`src/rtl/pwm2_pkg.sv`:
```
package pwm2_pkg;
  localparam int CTRL_W     = 6;
  localparam int SLOT_N     = 4;
  localparam int STATUS_OFS = 'h40;
  localparam int FIELD_STEP = 8;

  // register slot inside a channel window, also the status bit order
  localparam int SLOT_CTRL = 0;
  localparam int SLOT_PRE  = 1;
  localparam int SLOT_PER  = 2;
  localparam int SLOT_DUTY = 3;

  // control word bit positions
  localparam int CB_EN    = 0;
  localparam int CB_INV   = 1;
  localparam int CB_AUTO  = 2;
  localparam int CB_STOP  = 3;
  localparam int CB_LDPRE = 4;
  localparam int CB_LDPER = 5;
endpackage

```
`src/rtl/pwm2_xfer.sv`:
```
module pwm2_xfer #(
  parameter int W   = 12,
  parameter int DLY = 2
) (
  input  logic         clk_i,
  input  logic         rst_ni,
  input  logic         we_i,
  input  logic [W-1:0] wdata_i,
  output logic         busy_o,
  output logic         done_o,
  output logic [W-1:0] stage_o,
  output logic [W-1:0] hold_o
);
  localparam int CW = $clog2(DLY + 1);

  logic [W-1:0]  stage_q, stage_d, hold_q, hold_d;
  logic [CW-1:0] cnt_q, cnt_d;
  logic          busy_q, busy_d, done;

  always_comb begin
    done    = busy_q && (cnt_q == CW'(1));
    stage_d = stage_q;
    cnt_d   = cnt_q;
    busy_d  = busy_q;
    hold_d  = done ? stage_q : hold_q;
    if (we_i) begin
      stage_d = wdata_i;
      cnt_d   = CW'(DLY);
      busy_d  = 1'b1;
    end else if (busy_q) begin
      cnt_d = cnt_q - CW'(1);
      if (done) busy_d = 1'b0;
    end
  end

  always_ff @(posedge clk_i or negedge rst_ni) begin
    if (!rst_ni) begin
      stage_q <= '0;
      hold_q  <= '0;
      cnt_q   <= '0;
      busy_q  <= 1'b0;
    end else begin
      stage_q <= stage_d;
      hold_q  <= hold_d;
      cnt_q   <= cnt_d;
      busy_q  <= busy_d;
    end
  end

  assign busy_o  = busy_q;
  assign done_o  = done;
  assign stage_o = stage_q;
  assign hold_o  = hold_q;

  assert_busy_on_write_R2: assert property (@(posedge clk_i) disable iff (!rst_ni)
    we_i |=> busy_q);
  assert_hold_moves_when_busy_R2: assert property (@(posedge clk_i) disable iff (!rst_ni)
    !$stable(hold_q) |-> $past(busy_q));
endmodule

```
`src/rtl/pwm2_core.sv`:
```
module pwm2_core
  import pwm2_pkg::*;
#(
  parameter int PRE_W = 10,
  parameter int PER_W = 12
) (
  input  logic              clk_i,
  input  logic              rst_ni,
  input  logic [CTRL_W-1:0] ctrl_i,
  input  logic              ctrl_done_i,
  input  logic [CTRL_W-1:0] ctrl_stage_i,
  input  logic              pre_done_i,
  input  logic [PRE_W-1:0]  pre_stage_i,
  input  logic [PRE_W-1:0]  pre_hold_i,
  input  logic              per_done_i,
  input  logic [PER_W-1:0]  per_stage_i,
  input  logic [PER_W-1:0]  per_hold_i,
  input  logic              duty_done_i,
  input  logic [PER_W-1:0]  duty_stage_i,
  input  logic [PER_W-1:0]  duty_hold_i,
  output logic              pwm_o
);
  logic             run_q, run_d;
  logic [PRE_W-1:0] pre_cnt_q, pre_cnt_d, act_pre_q, act_pre_d, pre_nx;
  logic [PER_W-1:0] per_cnt_q, per_cnt_d, act_per_q, act_per_d, per_nx;
  logic [PER_W-1:0] act_duty_q, act_duty_d, duty_nx;
  logic             en, inv, auto_ld, stop_now, tick, wrap;
  logic             unused_ctrl;

  assign unused_ctrl = ^{ctrl_stage_i[CB_STOP:CB_EN], ctrl_i[CB_LDPER:CB_LDPRE]};

  always_comb begin
    en       = ctrl_i[CB_EN];
    inv      = ctrl_i[CB_INV];
    auto_ld  = ctrl_i[CB_AUTO];
    stop_now = ctrl_i[CB_STOP];
    pre_nx   = pre_done_i  ? pre_stage_i  : pre_hold_i;
    per_nx   = per_done_i  ? per_stage_i  : per_hold_i;
    duty_nx  = duty_done_i ? duty_stage_i : duty_hold_i;
    tick     = run_q && (pre_cnt_q >= act_pre_q);
    wrap     = tick && (per_cnt_q >= act_per_q);

    run_d      = run_q;
    pre_cnt_d  = pre_cnt_q;
    per_cnt_d  = per_cnt_q;
    act_pre_d  = act_pre_q;
    act_per_d  = act_per_q;
    act_duty_d = act_duty_q;

    if (!run_q) begin
      if (en) begin
        run_d      = 1'b1;
        pre_cnt_d  = '0;
        per_cnt_d  = '0;
        act_pre_d  = pre_nx;
        act_per_d  = per_nx;
        act_duty_d = duty_nx;
      end
    end else begin
      if (!en && stop_now) begin
        run_d     = 1'b0;
        pre_cnt_d = '0;
        per_cnt_d = '0;
      end else begin
        pre_cnt_d = tick ? '0 : pre_cnt_q + PRE_W'(1);
        if (tick) per_cnt_d = wrap ? '0 : per_cnt_q + PER_W'(1);
        if (wrap && !en) run_d = 1'b0;
      end
      if (auto_ld) begin
        if (wrap) begin
          act_pre_d  = pre_nx;
          act_per_d  = per_nx;
          act_duty_d = duty_nx;
        end
      end else begin
        if (pre_done_i)  act_pre_d  = pre_stage_i;
        if (per_done_i)  act_per_d  = per_stage_i;
        if (duty_done_i) act_duty_d = duty_stage_i;
      end
      if (ctrl_done_i && ctrl_stage_i[CB_LDPRE]) act_pre_d = pre_nx;
      if (ctrl_done_i && ctrl_stage_i[CB_LDPER]) begin
        act_per_d  = per_nx;
        act_duty_d = duty_nx;
      end
    end
  end

  always_ff @(posedge clk_i or negedge rst_ni) begin
    if (!rst_ni) begin
      run_q      <= 1'b0;
      pre_cnt_q  <= '0;
      per_cnt_q  <= '0;
      act_pre_q  <= '0;
      act_per_q  <= '0;
      act_duty_q <= '0;
    end else begin
      run_q      <= run_d;
      pre_cnt_q  <= pre_cnt_d;
      per_cnt_q  <= per_cnt_d;
      act_pre_q  <= act_pre_d;
      act_per_q  <= act_per_d;
      act_duty_q <= act_duty_d;
    end
  end

  assign pwm_o = (run_q && (per_cnt_q < act_duty_q)) ^ inv;

  assert_start_zero_R12: assert property (@(posedge clk_i) disable iff (!rst_ni)
    $rose(run_q) |-> (pre_cnt_q == '0) && (per_cnt_q == '0));
  assert_graceful_R10: assert property (@(posedge clk_i) disable iff (!rst_ni)
    (run_q && !en && !stop_now && !wrap) |=> run_q);
  assert_stop_imm_R11: assert property (@(posedge clk_i) disable iff (!rst_ni)
    (run_q && !en && stop_now) |=> !run_q);
endmodule

```
`src/rtl/pwm2_top.sv`:
```
module pwm2_top
  import pwm2_pkg::*;
#(
  parameter int N_CH     = 2,
  parameter int PRE_W    = 10,
  parameter int PER_W    = 12,
  parameter int SYNC_DLY = 2,
  parameter int ADDR_W   = 7,
  parameter int DATA_W   = 32
) (
  input  logic              clk_i,
  input  logic              rst_ni,
  input  logic [ADDR_W-1:0] addr_i,
  input  logic              we_i,
  input  logic [DATA_W-1:0] wdata_i,
  output logic [DATA_W-1:0] rdata_o,
  output logic [N_CH-1:0]   pwm_o
);
  localparam int WIN_W = ADDR_W - 4;

  logic [1:0]             rst_sync_q;
  logic                   rst_n;
  logic [N_CH-1:0]        hit, wr_sel;
  logic [1:0]             slot;
  logic                   is_status;
  logic [N_CH*DATA_W-1:0] ch_rd;
  logic [DATA_W-1:0]      status;
  logic [N_CH*SLOT_N-1:0] busy_all;
  logic                   unused_bus;

  assign unused_bus = ^{addr_i[1:0], wdata_i[DATA_W-1:PER_W]};

  always_ff @(posedge clk_i or negedge rst_ni) begin
    if (!rst_ni) rst_sync_q <= 2'b00;
    else         rst_sync_q <= {rst_sync_q[0], 1'b1};
  end
  assign rst_n = rst_sync_q[1];

  assign slot      = addr_i[3:2];
  assign is_status = (addr_i == ADDR_W'(STATUS_OFS));

  for (genvar c = 0; c < N_CH; c++) begin : g_ch
    logic              ctrl_done, pre_done, per_done, duty_done;
    logic [CTRL_W-1:0] ctrl_stage, ctrl_hold;
    logic [PRE_W-1:0]  pre_stage, pre_hold;
    logic [PER_W-1:0]  per_stage, per_hold, duty_stage, duty_hold;
    logic [SLOT_N-1:0] busy;
    logic [DATA_W-1:0] rd;

    assign hit[c]    = (addr_i[ADDR_W-1:4] == WIN_W'(c));
    assign wr_sel[c] = we_i && hit[c];

    pwm2_xfer #(.W(CTRL_W), .DLY(SYNC_DLY)) u_ctrl (
      .clk_i, .rst_ni(rst_n), .we_i(wr_sel[c] && slot == 2'(SLOT_CTRL)),
      .wdata_i(wdata_i[CTRL_W-1:0]), .busy_o(busy[SLOT_CTRL]), .done_o(ctrl_done),
      .stage_o(ctrl_stage), .hold_o(ctrl_hold));
    pwm2_xfer #(.W(PRE_W), .DLY(SYNC_DLY)) u_pre (
      .clk_i, .rst_ni(rst_n), .we_i(wr_sel[c] && slot == 2'(SLOT_PRE)),
      .wdata_i(wdata_i[PRE_W-1:0]), .busy_o(busy[SLOT_PRE]), .done_o(pre_done),
      .stage_o(pre_stage), .hold_o(pre_hold));
    pwm2_xfer #(.W(PER_W), .DLY(SYNC_DLY)) u_per (
      .clk_i, .rst_ni(rst_n), .we_i(wr_sel[c] && slot == 2'(SLOT_PER)),
      .wdata_i(wdata_i[PER_W-1:0]), .busy_o(busy[SLOT_PER]), .done_o(per_done),
      .stage_o(per_stage), .hold_o(per_hold));
    pwm2_xfer #(.W(PER_W), .DLY(SYNC_DLY)) u_duty (
      .clk_i, .rst_ni(rst_n), .we_i(wr_sel[c] && slot == 2'(SLOT_DUTY)),
      .wdata_i(wdata_i[PER_W-1:0]), .busy_o(busy[SLOT_DUTY]), .done_o(duty_done),
      .stage_o(duty_stage), .hold_o(duty_hold));

    pwm2_core #(.PRE_W(PRE_W), .PER_W(PER_W)) u_core (
      .clk_i, .rst_ni(rst_n),
      .ctrl_i(ctrl_hold), .ctrl_done_i(ctrl_done), .ctrl_stage_i(ctrl_stage),
      .pre_done_i(pre_done), .pre_stage_i(pre_stage), .pre_hold_i(pre_hold),
      .per_done_i(per_done), .per_stage_i(per_stage), .per_hold_i(per_hold),
      .duty_done_i(duty_done), .duty_stage_i(duty_stage), .duty_hold_i(duty_hold),
      .pwm_o(pwm_o[c]));

    always_comb begin
      case (slot)
        2'(SLOT_CTRL): rd = DATA_W'(ctrl_hold);
        2'(SLOT_PRE):  rd = DATA_W'(pre_hold);
        2'(SLOT_PER):  rd = DATA_W'(per_hold);
        default:       rd = DATA_W'(duty_hold);
      endcase
    end
    assign ch_rd[c*DATA_W +: DATA_W]    = rd;
    assign busy_all[c*SLOT_N +: SLOT_N] = busy;
  end

  always_comb begin
    status = '0;
    for (int c = 0; c < N_CH; c++)
      status[c*FIELD_STEP +: SLOT_N] = busy_all[c*SLOT_N +: SLOT_N];
  end

  always_comb begin
    rdata_o = is_status ? status : '0;
    for (int c = 0; c < N_CH; c++)
      if (hit[c]) rdata_o = ch_rd[c*DATA_W +: DATA_W];
  end

  assert_wsel_onehot_R1: assert property (@(posedge clk_i) disable iff (!rst_n)
    $onehot0(wr_sel));
endmodule

```
`config.mk`:
```
export PLATFORM = sky130hd
export DESIGN_NAME = pwm2_top
export DESIGN_NICKNAME = d
export VERILOG_FILES = /design/src/rtl/pwm2_pkg.sv /design/src/rtl/pwm2_xfer.sv /design/src/rtl/pwm2_core.sv /design/src/rtl/pwm2_top.sv
export SDC_FILE = /design/constraint.sdc
export NUM_CORES = 1
export LEC_CHECK = 0
export ABC_AREA = 1
export BUFFER_PORTS_ARGS = -buffer_cell sky130_fd_sc_hd__buf_2
export CAP_MARGIN = 20
export CORE_MARGIN = 5
export CORE_UTILIZATION = 50
export CTS_BUF_LIST = sky130_fd_sc_hd__clkbuf_4
export CTS_CLUSTER_DIAMETER = 120
export DETAILED_ROUTE_END_ITERATION = 8
export PLACE_DENSITY_LB_ADDON = 0.1
export SETUP_SLACK_MARGIN = 0.5
export SLEW_MARGIN = 0
export SYNTH_ARGS = -nofsm -noshare
export SYNTH_HDL_FRONTEND = slang
export SYNTH_SLANG_ARGS = --single-unit
```
`constraint.sdc`:
```
create_clock -name clk_i -period 10.72 [get_ports clk_i]
set_clock_uncertainty 0.1 [all_clocks]
set_input_delay 2.144 -clock clk_i [delete_from_list [all_inputs] [get_ports clk_i]]
set_output_delay 2.144 -clock clk_i [all_outputs]
set_load 0.005 [all_outputs]
```
==> impl_metrics.py, run 1 <==
metrics = {
    "drt": {
        "drc": 0,
        "drtIter0Drc": 825,
        "wirelength_um": 40110,
        "drt_pass1_iterations": 6,
        "vias": 12961,
        "vias_per_cell": 5.195,
        "ant_nets": 0,
        "wl_per_cell_um": 16.07,
    },
    "run_status": {
        "outcome": "finished, final reports clean",
    },
    "global_routing": {
        "grt_pass1_wl_um": 65490,
        "grt_max_degree": 77,
        "grtUsageTotal": 0.2314,
        "grt.overflow.total": 0,
        "grt_pass1_vias": 12607,
        "grt_antenna_before_repair": 1,
    },
    "synth": {
        "synth_commonest_cells": "nand2_1 (636), dfrtp_1 (300), inv_1 (259)",
        "ys.flop_type": "dfrtp_1",
        "yosysMostFrequentCell": "nand2_1",
        "ys_seq_area_frac": 0.4785,
        "syn_inst": 1980,
        "yosysTopAreaCellShare": 0.4785,
        "yosys-top-cells-area": "dfrtp_1 (48%), nand2_1 (15%), o21ai_0 (8.0%)",
        "synth_top_area_cell": "dfrtp_1",
        "avgSynthCellArea_um2": 7.924,
        "yosysUniqueCellTypes": 43,
        "synth_seq_cells": 300,
        "synth_enable_flop_cells": 0,
        "netlist_area_mm2": 0.01569,
        "synthArstFlopShare": 1.000,
        "yosysWarningCount": 0,
    },
    "clock_tree": {
        "holdBufCountCts": 0,
        "clockBufferDepth": 3,
        "cts_setup_buffers": 0,
        "numCtsBuffers": 83,
        "h-tree-depth": 3,
        "cts_root_buf": "clkbuf_4",
        "cts.repair.resized": 0,
        "clk_latency_ns": 0.74,
        "clkSlewWorstSetupHoldPaths_ns": 0.07,
        "numClockSinks": 300,
        "cts_tree": "built",
    },
    "setup_path": {
        "r2r_setup_slack_ns": 7.83,
        "worstPathArrival_ns": 4.03,
        "cp_cell_sequence": "buf_2, nand2_1, inv_1, nand2_1, a31o_2, a32oi_1, buf_2",
        "rr_startpoint": "g_ch[0].u_core.per_cnt_q[7]",
        "reg2reg_depth": 12,
        "end_kind": "output port",
        "worstPathRequired_ns": 8.48,
        "cp-startpoint": "addr_i[2]",
        "worst_setup_path_start_kind": "primary input",
        "cpPeakStageDelay_ns": 0.67,
        "timing.rr.end": "g_ch[0].u_core.act_duty_q[6]",
        "path_class": "primary input to output port",
        "path_max_fanout": 24,
        "slowest_stage": "inv_1",
    },
    "die": {
        "die_y_um": 187.1,
        "fp-row-count": 64,
        "pin_count": 76,
        "fp.dieW_um": 187.1,
        "dieArea_mm2": 0.03502,
        "start_util": 0.5102,
        "coreArea_mm2": 0.03075,
    },
    "timing": {
        "setup_violations": 0,
        "slew_headroom": 0.3556,
        "min_period_ns": 6.272,
        "slew_violations": 0,
        "final_hold_viol_count": 0,
        "fmax_mhz": 159.4,
        "fin_crit_sh": 0.5851,
        "fin_tns_setup_ns": 0,
        "tightest_slew_ns": 0.9666,
        "rsz0062_at_grt": "false",
    },
    "placement": {
        "detailed_place.area_mm2": 0.01597,
        "hpwl_um": 28010,
        "routabilityCongestion": 0.8785,
        "portBuffers": 35,
        "dp.cells": 2346,
    },
    "flow_run": {
        "max_cap_viol_count": 0,
    },
    "pwr": {
        "swShare": 0.4148,
        "comb_power_share": 0.375,
        "p_int_uw": 2717,
        "p_leak_uw": 0.009065,
        "fin_total_pwr_uw": 4643,
        "p_sw_uw": 1926,
        "max-vdd-ir-drop_uv": 127.2,
        "seqPwrFrac": 0.393,
        "clkPwrFrac": 0.232,
        "pwr_density_cell_mw_per_mm2": 271.8,
    },
    "cells_and_area": {
        "fin_cells": 2495,
        "drive_gt1_frac": 0.1025,
        "fin_area_mm2": 0.01709,
        "syn2layout_area_growth_pct": 8.900,
        "nets": 2156,
    },
    "worst_hold_path": {
        "hold_class": "flip-flop to asynchronous set/reset pin",
    },
}
-- worst max path at each step --
stage	to	depth (start not counted)	slack, ns
2_1_floorplan	g_ch[0].u_core.act_duty_q[0]	0	1.64
4_1_cts	rdata_o[8]	7	4.47
5_1_grt	rdata_o[8]	7	4.34
6_report	rdata_o[8]	7	4.45
3_3_place_gp	rdata_o[8]	7	4.56
3_5_place_dp	rdata_o[8]	7	4.48
-- per-layer routing --
layer | share of wire | up-vias | track usage
met1 | 0.48 | 6122 | 0.3413
met4 | 0.020 | 0 | 0.06570
met2 | 0.43 | 331 | 0.3453
met3 | 0.065 | 66 | 0.05095
met5 | 0 | - | 0
li1 | - | 6442 | -
-- layout make-up --
| class | count | area (um2) |
|---|---|---|
| fill | 3005 | 13660 |
| sequential | 300 | 7511 |
| multi-input combinational | 1337 | 6704 |
| inverter | 267 | 1002 |
| clock buffer | 128 | 960.9 |
| tap | 396 | 495.5 |
| timing repair buffer | 47 | 285.3 |
| clock inverter | 19 | 123.9 |
| antenna | 1 | 2.502 |
-- worst max-delay path, delay by kind of cell --
| kind | cells | cell delay [ns] |
|---|---|---|
| buffers and inverters | 3 | 0.98 |
| AOI/OAI and AO/OA | 2 | 0.57 |
| and+or+nand+nor | 2 | 0.33 |
-- sequential cells by signal, summed over array words and instances (netlist names), 12 cells and up --
name / flops
g_ch.u_core.act_duty_q: 24
g_ch.u_core.act_per_q: 24
g_ch.u_core.per_cnt_q: 24
g_ch.u_duty.hold_o: 24
g_ch.u_duty.stage_o: 24
g_ch.u_per.hold_o: 24
g_ch.u_per.stage_o: 24
g_ch.u_core.act_pre_q: 20
g_ch.u_core.pre_cnt_q: 20
g_ch.u_pre.hold_o: 20
g_ch.u_pre.stage_o: 20
g_ch.u_ctrl.hold_o: 12
g_ch.u_ctrl.stage_o: 12
-- layout by cell type, fill, tap and decap left out, types with 3 or more instances in the layout --
cell type / count
nor2_4: 9
clkinv_1: 14
xor2_1: 9
o21ai_0: 251
inv_1: 259
dfrtp_1: 299
clkbuf_4: 128
nand4_1: 16
buf_4: 11
conb_1: 21
ha_1: 78
a22o_1: 5
o21ai_1: 16
buf_2: 35
o22ai_1: 3
xnor2_1: 9
o2111ai_1: 3
o221ai_1: 4
nor2_2: 6
inv_2: 11
nand3_1: 107
nand2_1: 636
a21oi_1: 47
nor3_1: 18
o211ai_1: 7
nor2_1: 68
-- logic make-up (layout without fill, tap and decap cells) --
family                     after synthesis  after routing  synth area share
adders and majority gates               78             78           0.06221
DFF                                    300            300            0.4785
other                                    2             22         0.0004787
buffers and inverters                  362            461           0.09889
xor gates and xnor gates                18             18           0.01005
and+or+nand+nor                        872            872            0.2321
AOI/OAI and AO/OA                      348            348            0.1178
-- power groups by stage --
stage          registers (uW)  clock network, uW  logic [uW]
2_1_floorplan            1750                  0        1400
3_3_place_gp             1830                  0        1690
3_5_place_dp             1840                  0        1750
4_1_cts                  1820               1110        1760
5_1_grt                  1870               1170        2060
6_report                 1820               1080        1740
-- per-stage QoR --
stage / setup WS, ns / util / hold slack, ns
global placement: 4.557 / 0.5194 / 0.1394
CTS: 4.468 / 0.5546 / 0.1548
detailed placement: 4.480 / 0.5194 / 0.1415
global route: 4.340 / 0.5556 / 0.1728
finish: 4.448 / 0.5556 / 0.1361
floorplan: 1.640 / - / 0.2312
No activity file was read; power rests on OpenSTA's default activity.
==> run 2, diff against run 1 <==
Clock period 10.72 ns to 5.17 ns, I/O delays scaled along.
==> run 2 against run 1 <==
Clock-buffer cell count down 12. Non-clock buffer count down 1. Die area unchanged. Global-route usage down 0.46 points. Critical endpoint unchanged. Utilization down 0.43 points. Final cell count down 0.64%. Largest power group unchanged. Highest routed layer unchanged. Clock power up 85%. Via count about the same.
==> impl_metrics.py, run 2 (synthesized netlist as in run 1, its figures left out) <==
metrics = {
    "drt": {
        "ant_nets": 0,
        "drtIter0Drc": 1008,
        "drt_pass1_iterations": 5,
        "wirelength_um": 39760,
        "drc": 0,
        "vias": 12950,
        "wl_per_cell_um": 16.04,
        "vias_per_cell": 5.224,
    },
    "die": {
        "start_util": 0.5102,
        "fp-row-count": 64,
        "coreArea_mm2": 0.03075,
        "die_y_um": 187.1,
        "dieArea_mm2": 0.03502,
        "fp.dieW_um": 187.1,
        "pin_count": 76,
    },
    "global_routing": {
        "grt_pass1_wl_um": 64230,
        "grtUsageMet1": 0.3308,
        "grt_antenna_before_repair": 3,
        "grt.overflow.total": 0,
        "use_met2": 0.3425,
        "grt_max_degree": 137,
        "met3_usage": 0.04871,
        "grt_busiest_layer": "met2",
        "grt_pass1_vias": 12358,
        "grtUsageTotal": 0.2268,
    },
    "setup_path": {
        "slowest_stage": "inv_1",
        "path_class": "primary input to output port",
        "cp_cell_sequence": "buf_2, nand2_1, inv_1, nand2_1, a31o_2, a32oi_1, buf_2",
        "worstPathRequired_ns": 4.04,
        "worstPathArrival_ns": 2.76,
        "worst_setup_path_start_kind": "primary input",
        "cpPeakStageDelay_ns": 0.63,
        "path_max_fanout": 24,
        "end_kind": "output port",
    },
    "clock_tree": {
        "clockBufferDepth": 3,
        "clkSlewWorstSetupHoldPaths_ns": 0.06,
        "numClockSinks": 300,
        "clk_latency_ns": 0.72,
        "cts_root_buf": "clkbuf_4",
        "cts_tree": "built",
        "numCtsBuffers": 83,
        "cts.repair.resized": 0,
        "h-tree-depth": 3,
    },
    "cells_and_area": {
        "syn2layout_area_growth_pct": 8.055,
        "nets": 2155,
        "drive_gt1_frac": 0.09712,
        "fin_cells": 2479,
        "layout_common_cells": "nand2_1 (636), dfrtp_1 (299), inv_1 (259), o21ai_0 (251), clkbuf_4 (116)",
        "layout_commonest_cell": "nand2_1",
        "num-fill-cells": 2971,
        "fin_util": 0.5513,
    },
    "pwr": {
        "max-vdd-ir-drop_uv": 270.5,
        "p_leak_uw": 0.008971,
        "pwr_density_cell_mw_per_mm2": 554.9,
    },
    "placement": {
        "hpwl_um": 28040,
        "portBuffers": 35,
        "routabilityCongestion": 0.8938,
        "dp.cells": 2344,
    },
    "flow_run": {
        "max_cap_viol_count": 0,
    },
    "timing": {
        "rsz0062_at_grt": "false",
        "fmax_mhz": 256.8,
        "fin_tns_setup_ns": 0,
        "final_hold_viol_count": 0,
        "setup_violations": 0,
        "slew_violations": 0,
        "fin_crit_sh": 0.7532,
        "min_period_ns": 3.894,
        "tightest_slew_ns": 0.9073,
        "slew_headroom": 0.3951,
    },
    "run_status": {
        "outcome": "finished, final reports clean",
    },
    "worst_hold_path": {
        "hold_class": "flip-flop to flip-flop",
    },
}
## run 2: area by class of cell
| cell class | count | area (um2) | share of cell area |
|---|---|---|---|
| Sequential cell | 300 | 7511 | 0.4431 |
| Multi-Input combinational cell | 1337 | 6704 | 0.3955 |
| Inverter | 267 | 1002 | 0.05912 |
| Clock buffer | 116 | 870.8 | 0.05137 |
| Tap cell | 396 | 495.5 | 0.02923 |
| Timing Repair Buffer | 46 | 292.8 | 0.01727 |
| Clock inverter | 14 | 68.82 | 0.004059 |
| Antenna cell | 3 | 7.507 | 0.0004428 |
## run 2: repair_timing
action | in CTS | in global routing
buffers inserted | 0 | 0
hold endpoints to repair | 2 | 0
hold buffers | 1 | 0
## run 2: worst paths after layout
check                                             startpoint                      endpoint  slack (ns)  cells past startpoint
worst min-delay path                           rst_sync_q[0]                 rst_sync_q[1]        0.24                      0
worst max register to register  g_ch[0].u_core.per_cnt_q[11]  g_ch[0].u_core.act_duty_q[1]        2.33                     12
worst max-delay path                               addr_i[2]                    rdata_o[8]        1.28                      7
worst min register to register                 rst_sync_q[0]                 rst_sync_q[1]        0.24                      0
min in group asynchronous                      rst_sync_q[1]      g_ch[1].u_duty.hold_o[7]        0.32                      0
max in group asynchronous                      rst_sync_q[1]   g_ch[0].u_core.pre_cnt_q[5]        3.35                      1
## run 2: power breakdown
group          switching, uW  total, uW  internal [uW]
combinational           2390       3610           1210
sequential               585       3800           3220
clock                    981       2000           1020
## run 2: metrics by stage
stage	worst slack [ns]	hold slack (ns)	instance area, um2	total power (uW)
final	1.276	0.2446	16950	9408
after global routing	1.129	0.2625	16950	10340
after CTS	1.302	0.2491	16930	9492
after detailed placement	1.304	0.2436	15980	7438
after global placement	1.286	0.2409	15980	7319
after floorplan	2.062	0.2312	15760	6520
## run 2: worst max-delay path: cells and delay by family
kind	cells	cell delay, ns
AND/OR/NAND/NOR	2	0.30
buffers and inverters	3	0.91
AO/OA/AOI/OAI	2	0.49
## run 2: per-layer routing
metal	part of all wire	wire [um]
met5	0	0
met4	0.019	762
met3	0.060	2392
met2	0.44	17430
met1	0.48	19180
==> run 3, diff against run 2 <==
Clock period 5.17 ns to 3.6 ns, I/O delays scaled along.
==> run 3 against run 2 <==
Global-route usage increased by 0.48 points. Clock power increased by 49%. Critical path depth increased by 1. Combinational power increased by 49%. Total power increased by 47%. Setup slack got worse by 0.75 ns. Final cell count increased by 1.5%. Die area unchanged. Design area increased by 2.8%. Register-to-register slack got worse by 1.5 ns. Hold slack got worse by 0.070 ns. Non-clock buffer count increased by 24. Critical endpoint is now pwm_o[0]. Highest routed layer is now met5.
==> impl_metrics.py, run 3 (synthesized netlist as in run 1, its figures left out) <==
metrics = {
    "run_status": {
        "outcome": "finished, final reports clean",
    },
    "setup_path": {
        "timing.rr.end": "g_ch[1].u_core.act_pre_q[6]",
        "r2r_setup_slack_ns": 0.79,
        "path_depth": 8,
        "worstPathRequired_ns": 2.78,
        "end_kind": "output port",
        "cp_cell_sequence": "ha_4, inv_2, o31ai_2, a21oi_2, nand3_1, nand2_1, nand2_1, buf_2",
        "cp_top_family": "flip-flops",
        "worstPathArrival_ns": 2.26,
        "cp-startpoint": "g_ch[0].u_core.per_cnt_q[7]",
        "path_max_fanout": 2,
        "slowest_stage": "dfrtp_2",
        "cpMostUsedCell": "nand2_1",
        "path_class": "flip-flop to output port",
        "cp.buffers_inverters": 2,
        "cpPeakStageDelay_ns": 0.47,
        "worst_setup_path_start_kind": "flip-flop",
        "rr_startpoint": "g_ch[1].u_core.per_cnt_q[11]",
        "reg2reg_depth": 13,
        "crit_end": "pwm_o[0]",
    },
    "timing": {
        "final_hold_viol_count": 0,
        "rsz0062_at_grt": "true",
        "timing.hold.ws_ns": 0.1745,
        "slew_headroom": 0.3542,
        "tightest_slew_ns": 0.9677,
        "min_period_ns": 3.078,
        "fin_crit_sh": 0.8550,
        "fmax_mhz": 324.9,
        "timing.final.ws_setup_ns": 0.5220,
        "fin_tns_setup_ns": 0,
        "slew_violations": 0,
        "setup_violations": 0,
    },
    "placement": {
        "routabilityCongestion": 0.8623,
        "dp.cells": 2356,
        "portBuffers": 35,
        "hpwl_um": 28620,
        "pre_cts_ws_ns": 0.4319,
    },
    "clock_tree": {
        "h-tree-depth": 3,
        "cts_root_buf": "clkbuf_4",
        "clkSlewWorstSetupHoldPaths_ns": 0.07,
        "numClockSinks": 300,
        "numCtsBuffers": 83,
        "clockBufferDepth": 3,
        "cts_tree": "built",
        "clk_latency_ns": 0.72,
    },
    "global_routing": {
        "grt_pass1_vias": 12457,
        "grtUsageTotal": 0.2317,
        "grt_max_degree": 92,
        "grt.overflow.total": 0,
        "grt_pass1_wl_um": 65260,
        "grt_antenna_before_repair": 4,
    },
    "die": {
        "dieArea_mm2": 0.03502,
        "fp-row-count": 64,
        "coreArea_mm2": 0.03075,
        "start_util": 0.5102,
        "fp.dieW_um": 187.1,
        "pin_count": 76,
        "die_y_um": 187.1,
    },
    "drt": {
        "vias_per_cell": 5.234,
        "drc": 0,
        "drtIter0Drc": 887,
        "vias": 13164,
        "wirelength_um": 40900,
        "drt_pass1_iterations": 6,
        "ant_nets": 0,
        "wl_per_cell_um": 16.26,
    },
    "cells_and_area": {
        "syn2layout_area_growth_pct": 11.04,
        "fin_cells": 2515,
        "layout_commonest_cell": "nand2_1",
        "layout_common_cells": "nand2_1 (635), dfrtp_1 (288), inv_1 (254), o21ai_0 (248), clkbuf_4 (125)",
        "drive_gt1_frac": 0.1290,
        "nets": 2179,
    },
    "worst_hold_path": {
        "hold_class": "flip-flop to asynchronous set/reset pin",
    },
    "pwr": {
        "p_leak_uw": 0.009130,
        "pwr_density_cell_mw_per_mm2": 792.9,
        "max-vdd-ir-drop_uv": 394.0,
        "fin_total_pwr_uw": 13810,
    },
    "flow_run": {
        "max_cap_viol_count": 0,
    },
}
==> run 3: timing repair <==
item	4_1_cts	5_1_grt
pin swaps	4	13
endpoints found under the setup margin	5	2
hold endpoints to repair	2	0
buffers inserted	8	5
hold buffers	1	0
resized for setup	22	27
==> run 3: worst min path at each step <==
stage,from,cells past startpoint,endpoint,slack (ns)
2_1_floorplan,rst_sync_q[0],0,rst_sync_q[1],0.23
3_3_place_gp,rst_sync_q[1],0,g_ch[1].u_per.stage_o[6],0.18
3_5_place_dp,rst_sync_q[1],0,g_ch[1].u_per.stage_o[6],0.19
4_1_cts,wdata_i[11],3,g_ch[1].u_per.stage_o[11],0.12
5_1_grt,rst_ni,2,rst_sync_q[1],0.13
6_report,rst_sync_q[1],0,g_ch[1].u_per.stage_o[10],0.17
==> run 3: worst reg2reg max path, delay by kind of cell (launching register included) <==
kind                       cells  cell delay, ns
DFF                            1            0.45
and+or+nand+nor               11            1.67
adders and majority gates      1            0.30
buffers and inverters          1            0.18
==> run 3: layout make-up <==
class	instances	area [um2]
Timing Repair Buffer	70	490.5
Multi-Input combinational cell	1337	6893
Clock inverter	17	65.06
Antenna cell	3	7.507
Tap cell	396	495.5
Sequential cell	300	7525
Fill cell	2955	13330
Inverter	267	1006
Clock buffer	125	938.4
==> run 3: power by group <==
part / internal [uW] / switching [uW] / leakage [uW] / total [uW]
Clock: 1570 / 1410 / 0.000607 / 2980
Combinational: 1830 / 3550 / 0.00498 / 5390
Sequential: 4620 / 826 / 0.00354 / 5440
==> run 3: per-layer routing <==
layer  track usage  share of wire
met1        0.3378           0.47
met2        0.3421           0.44
met4       0.07281          0.020
met3       0.05730          0.070
met5             0        0.00017
==> run 3: metrics by stage <==
stage,util,area (um2)
floorplan,-,15760
global placement,0.5234,16100
detailed placement,0.5234,16100
CTS,0.5609,17250
global route,0.5665,17420
finish,0.5665,17420
